**src/rtl/bch_syn_pkg.sv**
```systemverilog
package bch_syn_pkg;
  localparam int unsigned SW = 14;

  typedef enum logic [2:0] {
    ST_IDLE, ST_ODD, ST_DRAIN, ST_EV_CHK, ST_EV_LOG, ST_EV_POW, ST_DONE
  } syn_state_e;

  function automatic logic [SW-1:0] cw_len(input logic m14);
    return m14 ? SW'(16383) : SW'(8191);
  endfunction

  // a + b reduced once modulo n; both operands already below n
  function automatic logic [SW-1:0] add_mod(input logic [SW-1:0] a,
                                             input logic [SW-1:0] b,
                                             input logic [SW-1:0] n);
    logic [SW:0] s;
    s = {1'b0, a} + {1'b0, b};
    if (s >= {1'b0, n}) s = s - {1'b0, n};
    return s[SW-1:0];
  endfunction
endpackage

```
**src/rtl/bch_syn_unpack.sv**
```systemverilog
module bch_syn_unpack #(
  parameter int unsigned T_MAX = 24,
  parameter int unsigned NW    = (T_MAX + 1) / 2,
  parameter int unsigned TW    = $clog2(T_MAX + 1)
) (
  input  logic [NW*32-1:0] rem_i,
  input  logic [TW-1:0]    k_i,
  input  logic [3:0]       j_i,
  output logic             bit_o
);
  logic [15:0] half [T_MAX];

  for (genvar g = 0; g < T_MAX; g++) begin : g_half
    assign half[g] = rem_i[(g/2)*32 + (g%2)*16 +: 16];
  end

  always_comb begin
    bit_o = 1'b0;
    for (int g = 0; g < T_MAX; g++)
      if (k_i == TW'(g)) bit_o = half[g][j_i];
  end
endmodule

```
**src/rtl/bch_syn_file.sv**
```systemverilog
module bch_syn_file import bch_syn_pkg::*; #(
  parameter int unsigned NS = 48,
  parameter int unsigned IW = $clog2(NS + 1)
) (
  input  logic             clk_i,
  input  logic             rst_ni,
  input  logic             clr_i,
  input  logic             acc_en_i,
  input  logic [IW-1:0]    acc_idx_i,
  input  logic [SW-1:0]    acc_data_i,
  input  logic             wr_en_i,
  input  logic [IW-1:0]    wr_idx_i,
  input  logic [SW-1:0]    wr_data_i,
  input  logic [IW-1:0]    rd_idx_i,
  output logic [SW-1:0]    rd_data_o,
  output logic [NS*SW-1:0] syn_o
);
  logic [SW-1:0] syn_q [NS];

  // entry g holds syndrome index g+1
  for (genvar g = 0; g < NS; g++) begin : g_ent
    always_ff @(posedge clk_i or negedge rst_ni) begin
      if (!rst_ni)                                    syn_q[g] <= '0;
      else if (clr_i)                                 syn_q[g] <= '0;
      else if (acc_en_i && acc_idx_i == IW'(g + 1))   syn_q[g] <= syn_q[g] ^ acc_data_i;
      else if (wr_en_i && wr_idx_i == IW'(g + 1))     syn_q[g] <= wr_data_i;
    end
    assign syn_o[g*SW +: SW] = syn_q[g];
  end

  always_comb begin
    rd_data_o = '0;
    for (int g = 0; g < NS; g++)
      if (rd_idx_i == IW'(g + 1)) rd_data_o = syn_q[g];
  end
endmodule

```
**src/rtl/bch_syn_seq.sv**
```systemverilog
module bch_syn_seq import bch_syn_pkg::*; #(
  parameter int unsigned T_MAX = 24,
  parameter int unsigned TW    = $clog2(T_MAX + 1),
  parameter int unsigned IW    = $clog2(2 * T_MAX + 1)
) (
  input  logic          clk_i,
  input  logic          rst_ni,
  input  logic          start_i,
  input  logic [TW-1:0] t_i,
  input  logic          m14_i,
  input  logic          bit_i,
  output logic [TW-1:0] k_o,
  output logic [3:0]    j_o,
  output logic          m14_o,
  output logic          tbl_req_o,
  output logic          tbl_log_o,
  output logic [SW-1:0] tbl_addr_o,
  input  logic [SW-1:0] tbl_data_i,
  output logic          clr_o,
  output logic          acc_en_o,
  output logic [IW-1:0] acc_idx_o,
  output logic [SW-1:0] acc_data_o,
  output logic          wr_en_o,
  output logic [IW-1:0] wr_idx_o,
  output logic [SW-1:0] wr_data_o,
  output logic [IW-1:0] rd_idx_o,
  input  logic [SW-1:0] rd_data_i,
  output logic          busy_o,
  output logic          done_o
);
  syn_state_e    state_q;
  logic [TW-1:0] t_q, k_q, ev_q;
  logic [3:0]    j_q;
  logic [SW-1:0] e_q;
  logic          m14_q, pend_v_q;
  logic [IW-1:0] pend_idx_q, odd_idx;
  logic [SW-1:0] n_len;
  logic [TW-1:0] t_clamp;
  logic          idle, last_bit, ev_last;

  assign n_len    = cw_len(m14_q);
  assign idle     = (state_q == ST_IDLE) || (state_q == ST_DONE);
  assign odd_idx  = IW'({k_q, 1'b1});
  assign last_bit = (j_q == (m14_q ? 4'd13 : 4'd12));
  assign ev_last  = (ev_q == t_q);
  assign t_clamp  = (t_i == '0) ? TW'(1) : (t_i > TW'(T_MAX)) ? TW'(T_MAX) : t_i;

  always_ff @(posedge clk_i or negedge rst_ni) begin
    if (!rst_ni) begin
      state_q <= ST_IDLE; t_q <= TW'(1); m14_q <= 1'b0;
      k_q <= '0; j_q <= '0; e_q <= '0; ev_q <= '0;
      pend_v_q <= 1'b0; pend_idx_q <= '0;
    end else begin
      pend_v_q <= 1'b0;
      unique case (state_q)
        ST_IDLE, ST_DONE: if (start_i) begin
          state_q <= ST_ODD; t_q <= t_clamp; m14_q <= m14_i;
          k_q <= '0; j_q <= '0; e_q <= '0;
        end
        ST_ODD: begin
          pend_v_q   <= bit_i;
          pend_idx_q <= odd_idx;
          if (last_bit) begin
            j_q <= '0; e_q <= '0;
            if (k_q == t_q - TW'(1)) state_q <= ST_DRAIN;
            else                     k_q <= k_q + TW'(1);
          end else begin
            j_q <= j_q + 4'd1;
            e_q <= add_mod(e_q, SW'(odd_idx), n_len);
          end
        end
        ST_DRAIN: begin ev_q <= TW'(1); state_q <= ST_EV_CHK; end
        ST_EV_CHK: begin
          if (rd_data_i != '0)  state_q <= ST_EV_LOG;
          else if (ev_last)     state_q <= ST_DONE;
          else                  ev_q <= ev_q + TW'(1);
        end
        ST_EV_LOG: state_q <= ST_EV_POW;
        ST_EV_POW: begin
          if (ev_last) state_q <= ST_DONE;
          else begin ev_q <= ev_q + TW'(1); state_q <= ST_EV_CHK; end
        end
        default: state_q <= ST_IDLE;
      endcase
    end
  end

  always_comb begin
    tbl_req_o  = 1'b0;
    tbl_log_o  = 1'b0;
    tbl_addr_o = '0;
    unique case (state_q)
      ST_ODD:    begin tbl_req_o = bit_i; tbl_addr_o = e_q; end
      ST_EV_CHK: begin tbl_req_o = (rd_data_i != '0); tbl_log_o = 1'b1; tbl_addr_o = rd_data_i; end
      ST_EV_LOG: begin tbl_req_o = 1'b1; tbl_addr_o = add_mod(tbl_data_i, tbl_data_i, n_len); end
      default: ;
    endcase
  end

  assign clr_o      = idle && start_i;
  assign acc_en_o   = pend_v_q;
  assign acc_idx_o  = pend_idx_q;
  assign acc_data_o = tbl_data_i;
  assign wr_en_o    = ((state_q == ST_EV_CHK) && (rd_data_i == '0)) || (state_q == ST_EV_POW);
  assign wr_idx_o   = IW'({ev_q, 1'b0});
  assign wr_data_o  = (state_q == ST_EV_POW) ? tbl_data_i : '0;
  assign rd_idx_o   = IW'(ev_q);
  assign k_o        = k_q;
  assign j_o        = j_q;
  assign m14_o      = m14_q;
  assign busy_o     = !idle;
  assign done_o     = (state_q == ST_DONE);
endmodule

```
**src/rtl/bch_syn_expand.sv**
```systemverilog
module bch_syn_expand import bch_syn_pkg::*; #(
  parameter int unsigned T_MAX = 24,
  localparam int unsigned NW    = (T_MAX + 1) / 2,
  localparam int unsigned TW    = $clog2(T_MAX + 1),
  localparam int unsigned NS    = 2 * T_MAX,
  localparam int unsigned IW    = $clog2(NS + 1),
  localparam int unsigned SYN_W = NS * SW
) (
  input  logic             clk_i,
  input  logic             rst_ni,
  input  logic             start_i,
  input  logic [TW-1:0]    t_i,
  input  logic             m14_i,
  input  logic [NW*32-1:0] rem_i,
  output logic             tbl_req_o,
  output logic             tbl_log_o,
  output logic [SW-1:0]    tbl_addr_o,
  input  logic [SW-1:0]    tbl_data_i,
  output logic             busy_o,
  output logic             done_o,
  output logic [SYN_W-1:0] syn_o
);
  logic [TW-1:0] k_w;
  logic [3:0]    j_w;
  logic          bit_w, m14_q;
  logic          clr_w, acc_en_w, wr_en_w;
  logic [IW-1:0] acc_idx_w, wr_idx_w, rd_idx_w;
  logic [SW-1:0] acc_data_w, wr_data_w, rd_data_w;

  bch_syn_unpack #(.T_MAX(T_MAX), .NW(NW), .TW(TW)) u_unpack (
    .rem_i(rem_i), .k_i(k_w), .j_i(j_w), .bit_o(bit_w)
  );

  bch_syn_seq #(.T_MAX(T_MAX), .TW(TW), .IW(IW)) u_seq (
    .clk_i(clk_i), .rst_ni(rst_ni), .start_i(start_i), .t_i(t_i), .m14_i(m14_i),
    .bit_i(bit_w), .k_o(k_w), .j_o(j_w), .m14_o(m14_q),
    .tbl_req_o(tbl_req_o), .tbl_log_o(tbl_log_o), .tbl_addr_o(tbl_addr_o),
    .tbl_data_i(tbl_data_i), .clr_o(clr_w), .acc_en_o(acc_en_w),
    .acc_idx_o(acc_idx_w), .acc_data_o(acc_data_w), .wr_en_o(wr_en_w),
    .wr_idx_o(wr_idx_w), .wr_data_o(wr_data_w), .rd_idx_o(rd_idx_w),
    .rd_data_i(rd_data_w), .busy_o(busy_o), .done_o(done_o)
  );

  bch_syn_file #(.NS(NS), .IW(IW)) u_file (
    .clk_i(clk_i), .rst_ni(rst_ni), .clr_i(clr_w),
    .acc_en_i(acc_en_w), .acc_idx_i(acc_idx_w), .acc_data_i(acc_data_w),
    .wr_en_i(wr_en_w), .wr_idx_i(wr_idx_w), .wr_data_i(wr_data_w),
    .rd_idx_i(rd_idx_w), .rd_data_o(rd_data_w), .syn_o(syn_o)
  );
endmodule

```
**config.mk**
```make
export PLATFORM = sky130hd
export DESIGN_NAME = bch_syn_expand
export DESIGN_NICKNAME = d
export VERILOG_FILES = /design/src/rtl/bch_syn_pkg.sv /design/src/rtl/bch_syn_unpack.sv /design/src/rtl/bch_syn_file.sv /design/src/rtl/bch_syn_seq.sv /design/src/rtl/bch_syn_expand.sv
export SDC_FILE = /design/constraint.sdc
export NUM_CORES = 2
export LEC_CHECK = 0
export ABC_AREA = 1
export BUFFER_PORTS_ARGS = -buffer_cell sky130_fd_sc_hd__buf_2
export CORE_AREA = 2 2 423 425
export DETAILED_ROUTE_END_ITERATION = 8
export DIE_AREA = 0 0 425 427
export PLACE_DENSITY = 0.51
export SLEW_MARGIN = 20
export SYNTH_ARGS = -nofsm -noshare
export SYNTH_HDL_FRONTEND = slang
export SYNTH_SLANG_ARGS = --single-unit
export TNS_END_PERCENT = 30
```
**constraint.sdc**
```tcl
create_clock -name clk_i -period 4.43 [get_ports clk_i]
set_input_delay 0.2215 -clock clk_i [delete_from_list [all_inputs] [get_ports clk_i]]
set_output_delay 0.2215 -clock clk_i [all_outputs]
set_load 0.1 [all_outputs]
```
==> flow_summary.rst <==
.. list-table::
   :header-rows: 1

   * - Metric
     - Value
   * - Final RePlAce weighted congestion
     - 0.988
   * - Clock Latency Late Sink
     - 0.77 ns
   * - Library cell occupying the most area in the post-synthesis netlist
     - dfrtp_1
   * - Drc violations
     - 0
   * - Final core occ
     - 37.0%
   * - Die Ht
     - 427 um
   * - Number of global-route vias before repair
     - 54,800
   * - Width of the die
     - 425 um
   * - Total placed instance area
     - 60,800 um^2
   * - Multiplexer area fraction after synthesis
     - 0.0203%
   * - Final setup viols
     - 359
   * - Number of antenna violations at the first check in global routing
     - 19
   * - Global-route wire length before repair
     - 421 mm
   * - Post-synthesis instance total
     - 7,526
   * - CTS tree
     - built
   * - Residual antenna-violating net count after detailed routing
     - 0
   * - Total die area
     - 181,000 um^2
   * - Number of maximum-capacitance constraint violations
     - 0
   * - Pin count of the biggest net entering global routing
     - 143
   * - Yosys top cell area share
     - 36.3%
   * - Highest fanout seen on the critical path
     - 5
   * - Startpoint-to-endpoint class of the critical path
     - reg2out
   * - Worst endpoint data arrival time
     - 5.30 ns
   * - First-pass detailed-route iteration total
     - 6
   * - Synth Area in XOR/XNOR
     - 5.75%
   * - Result of the run
     - complete, but fails checks
   * - Arithmetic-cell share of the synthesized area counting full adders, half adders and majority gates
     - 0.573%
   * - RSZ-0062 raised after global routing
     - yes
   * - Part of the Yosys area used for sequential elements
     - 36.3%
   * - Fmax achieved
     - 181 MHz
   * - Mapped Nets
     - 7,955
   * - Global Route Usage Sum
     - 32.3%
   * - Ratio of cells with drive above 1 in the final layout
     - 24.8%
   * - Complex-gate fraction of the synthesized area
     - 17.2%
   * - Worst min-delay path category
     - in2async
   * - Relative slew slack
     - 13.3%
   * - CP dominant cell by count
     - nand2_2
   * - Hold WS
     - 0.0630 ns
   * - Number of rows created at floorplan
     - 155
   * - Core Footprint
     - 177,000 um^2
   * - Worst Max-Slew Pin Slew
     - 1.30 ns
   * - Area contributors post-synth
     - dfrtp_1 (36%), nand2_1 (15%), o21ai_0 (9.5%)
   * - Power density over the cells
     - 545 nW/um^2
   * - Count of different cell masters after synthesis
     - 53
   * - Critical path launch point type
     - flip-flop
   * - Main flop type after synthesis
     - dfrtp_1
   * - Cts bufs inserted
     - 93
   * - Number of DRC violations after detailed-routing iteration 0
     - 6,822
   * - Clock Sinks
     - 716
   * - Mean instance size in the synthesized netlist
     - 6.56 um^2
   * - Time the final worst path needs with I/O delays and setup
     - 5.52 ns
   * - Pre-CTS setup slack
     - -1.35 ns
   * - Post-detailed-placement half-perimeter wirelength
     - 226 mm
   * - Overall via count from detail_route
     - 59,800
   * - Area growth, synth to finish
     - 32.8%
   * - Detail-routed net length per standard cell
     - 27.3 um
   * - Worst IR Drop VDD
     - 0.336 mV
   * - Starting density of the core
     - 27.8%
   * - CTS Root Buffer Type
     - clkbuf_16
   * - Number of synthesized register bits
     - 716
   * - Minimum setup slack in the final design
     - -1.09 ns
   * - Syn. warnings
     - 0
   * - Share of synthesized cell area in and, or, nand and nor gates
     - 30.2%
   * - Master of the slowest instance on the critical path
     - dfrtp_2
   * - Total Wirelength
     - 307 mm
   * - Worst setup EP type
     - primary output
   * - Post-layout power
     - 35.8 mW
   * - Number of failing hold endpoints at the final stage
     - 0
   * - Post-Synthesis Cell Area
     - 49,400 um^2
   * - Leak
     - 32.8 nW
   * - Total non-filler cell area in the finished layout
     - 65,500 um^2
   * - Fraction of registers with async set/reset
     - 100%
   * - Biggest cell delay along the critical path
     - 0.43 ns
   * - Number of buffers on the longest clock path
     - 3
   * - Fraction of the cycle the final worst path needs
     - 125%
   * - Via count normalized by instance count
     - 5.33
   * - Gr ovfl total
     - 0
   * - Required time of the critical path
     - 4.21 ns
   * - Max-slew violation count
     - 0
   * - Violations in the final reports
     - setup timing
   * - Dominant combinational cell family by area after synthesis
     - simple AND/OR/NAND/NOR gates
   * - Final net count
     - 9,217
   * - Worst-case clock skew
     - 0.0435 ns
   * - CTS H-tree lvls
     - 3
   * - Ports placed on the boundary
     - 1,097
   * - Input/output buffers
     - 1,096
   * - Post-CTS clock slew at the launch and capture registers of the worst setup and hold paths
     - 0.06 ns
   * - EDFF count, synth
     - 0
## cell families after synthesis
kind of cell               count (synthesis)
AOI/OAI and AO/OA                       1608
xor gates and xnor gates                 324
adders and majority gates                 22
buffers and inverters                   1256
DFF                                      716
muxes                                      1
and+or+nand+nor                         3599
## flip-flops by register name (all words and copies together), names as in the netlist
register and count:
u_seq.state_q 3, u_file.syn_o 672, u_seq.j_o 4, u_seq.e_q 14
u_seq.m14_o 1, u_seq.acc_idx_o 6, u_seq.acc_en_o 1, u_seq.t_q 5
u_seq.ev_q 5, u_seq.k_o 5
## path summary, 6_finish.rpt
| check | startpoint | end | slack [ns] | cells past startpoint |
|---|---|---|---|---|
| hold reg to reg | u_seq.state_q[1]$_DFFE_PN0P_ | u_seq.state_q[1]$_DFFE_PN0P_ | 0.51 | 2 |
| setup / recovery | u_seq.ev_q[1]$_DFFE_PN0P_ | tbl_req_o | -1.09 | 46 |
| min in group clk_i | tbl_data_i[5] | u_file.syn_o[635]$_DFFE_PN0P_ | 0.08 | 5 |
| hold / removal | rst_ni | u_file.syn_o[633]$_DFFE_PN0P_ | 0.06 | 2 |
| max in group asynchronous | rst_ni | u_file.syn_o[345]$_DFFE_PN0P_ | 3.00 | 3 |
| setup reg to reg | u_seq.ev_q[0]$_DFFE_PN0P_ | u_file.syn_o[273]$_DFFE_PN0P_ | -0.98 | 55 |
## synthesized netlist by cell type (5+ instances only)
master    number
nand2_1     1977
o21ai_0      932
dfrtp_1      715
inv_1        682
nor2_1       658
a21oi_1      520
nand3_1      466
clkbuf_1     463
nor3_1       367
xnor2_1      301
or2_2         63
buf_2         47
o22ai_1       36
a221oi_1      33
buf_4         27
nand2_2       25
xor2_1        23
ha_1          21
nand4_1       21
buf_1         19
o221ai_1      18
a32o_1        10
a22oi_1        9
o211ai_1       9
inv_2          8
nor4_1         7
clkinv_1       6
o21ai_1        6
a32oi_1        5
## cells in the final DEF (no fill, tap or decap), types with 11 or more instances in the layout
master,count
nand2_1,1863
buf_2,1081
o21ai_0,920
dfrtp_1,710
inv_1,660
nor2_1,617
a21oi_1,517
buf_4,517
nand3_1,449
nor3_1,366
xnor2_1,301
nand2_2,107
clkbuf_16,97
buf_12,66
or2_2,63
buf_6,43
o22ai_1,36
a221oi_1,33
clkbuf_1,27
inv_2,24
nor2_2,24
nand2_4,24
xor2_1,23
nor2_4,21
nand4_1,21
clkbuf_8,19
clkinv_2,18
ha_1,17
nand3_2,15
o221ai_1,13
o21ai_1,11
## layer usage
metal,routed length [um],track usage [%]
met2,130000,48.0
met3,29000,7.93
met1,125000,42.0
met5,46,0
met4,23300,20.2
## repair_timing
item | in CTS | in global routing
setup endpoints to repair | 359 | 361
hold buffers | 9 | 0
buffers inserted | 23 | 11
pin swaps | 56 | 65
gates cloned | 5 | 4
resized for setup | 167 | 131
hold endpoints to repair | 79 | 0
## metrics by stage
step / setup TNS, ns / instances
after floorplan: -0.697 / 7526
after global placement: -377.92 / 11000
after detailed placement: -387.63 / 11000
after CTS: -338.59 / 11200
after global routing: -400.32 / 11200
final: -308.23 / 11200
## area by class of cell
class                      instances  area, um^2
fill                           18900      112000
multi-input combinational       5554       27600
sequential                       716       17900
clock inverter                    30         300
clock buffer                     139        2690
tap                             2355        2950
antenna                           10        25.0
inverter                         696        2640
timing repair buffer            1727       11500
## power by group
group	total, mW	switching (mW)	internal (mW)
Sequential	8.52	1.21	7.31
Combinational	19.4	14.3	5.12
Clock	7.82	3.45	4.37
## worst max-delay path, delay by kind of cell (launching register included)
family / cells / cell delay, ns
buffers and inverters: 8 / 1.03
DFF: 1 / 0.43
adders and majority gates: 1 / 0.16
AOI/OAI and AO/OA: 2 / 0.21
and+or+nand+nor: 35 / 2.68
Power figures use the tool's default switching activity.
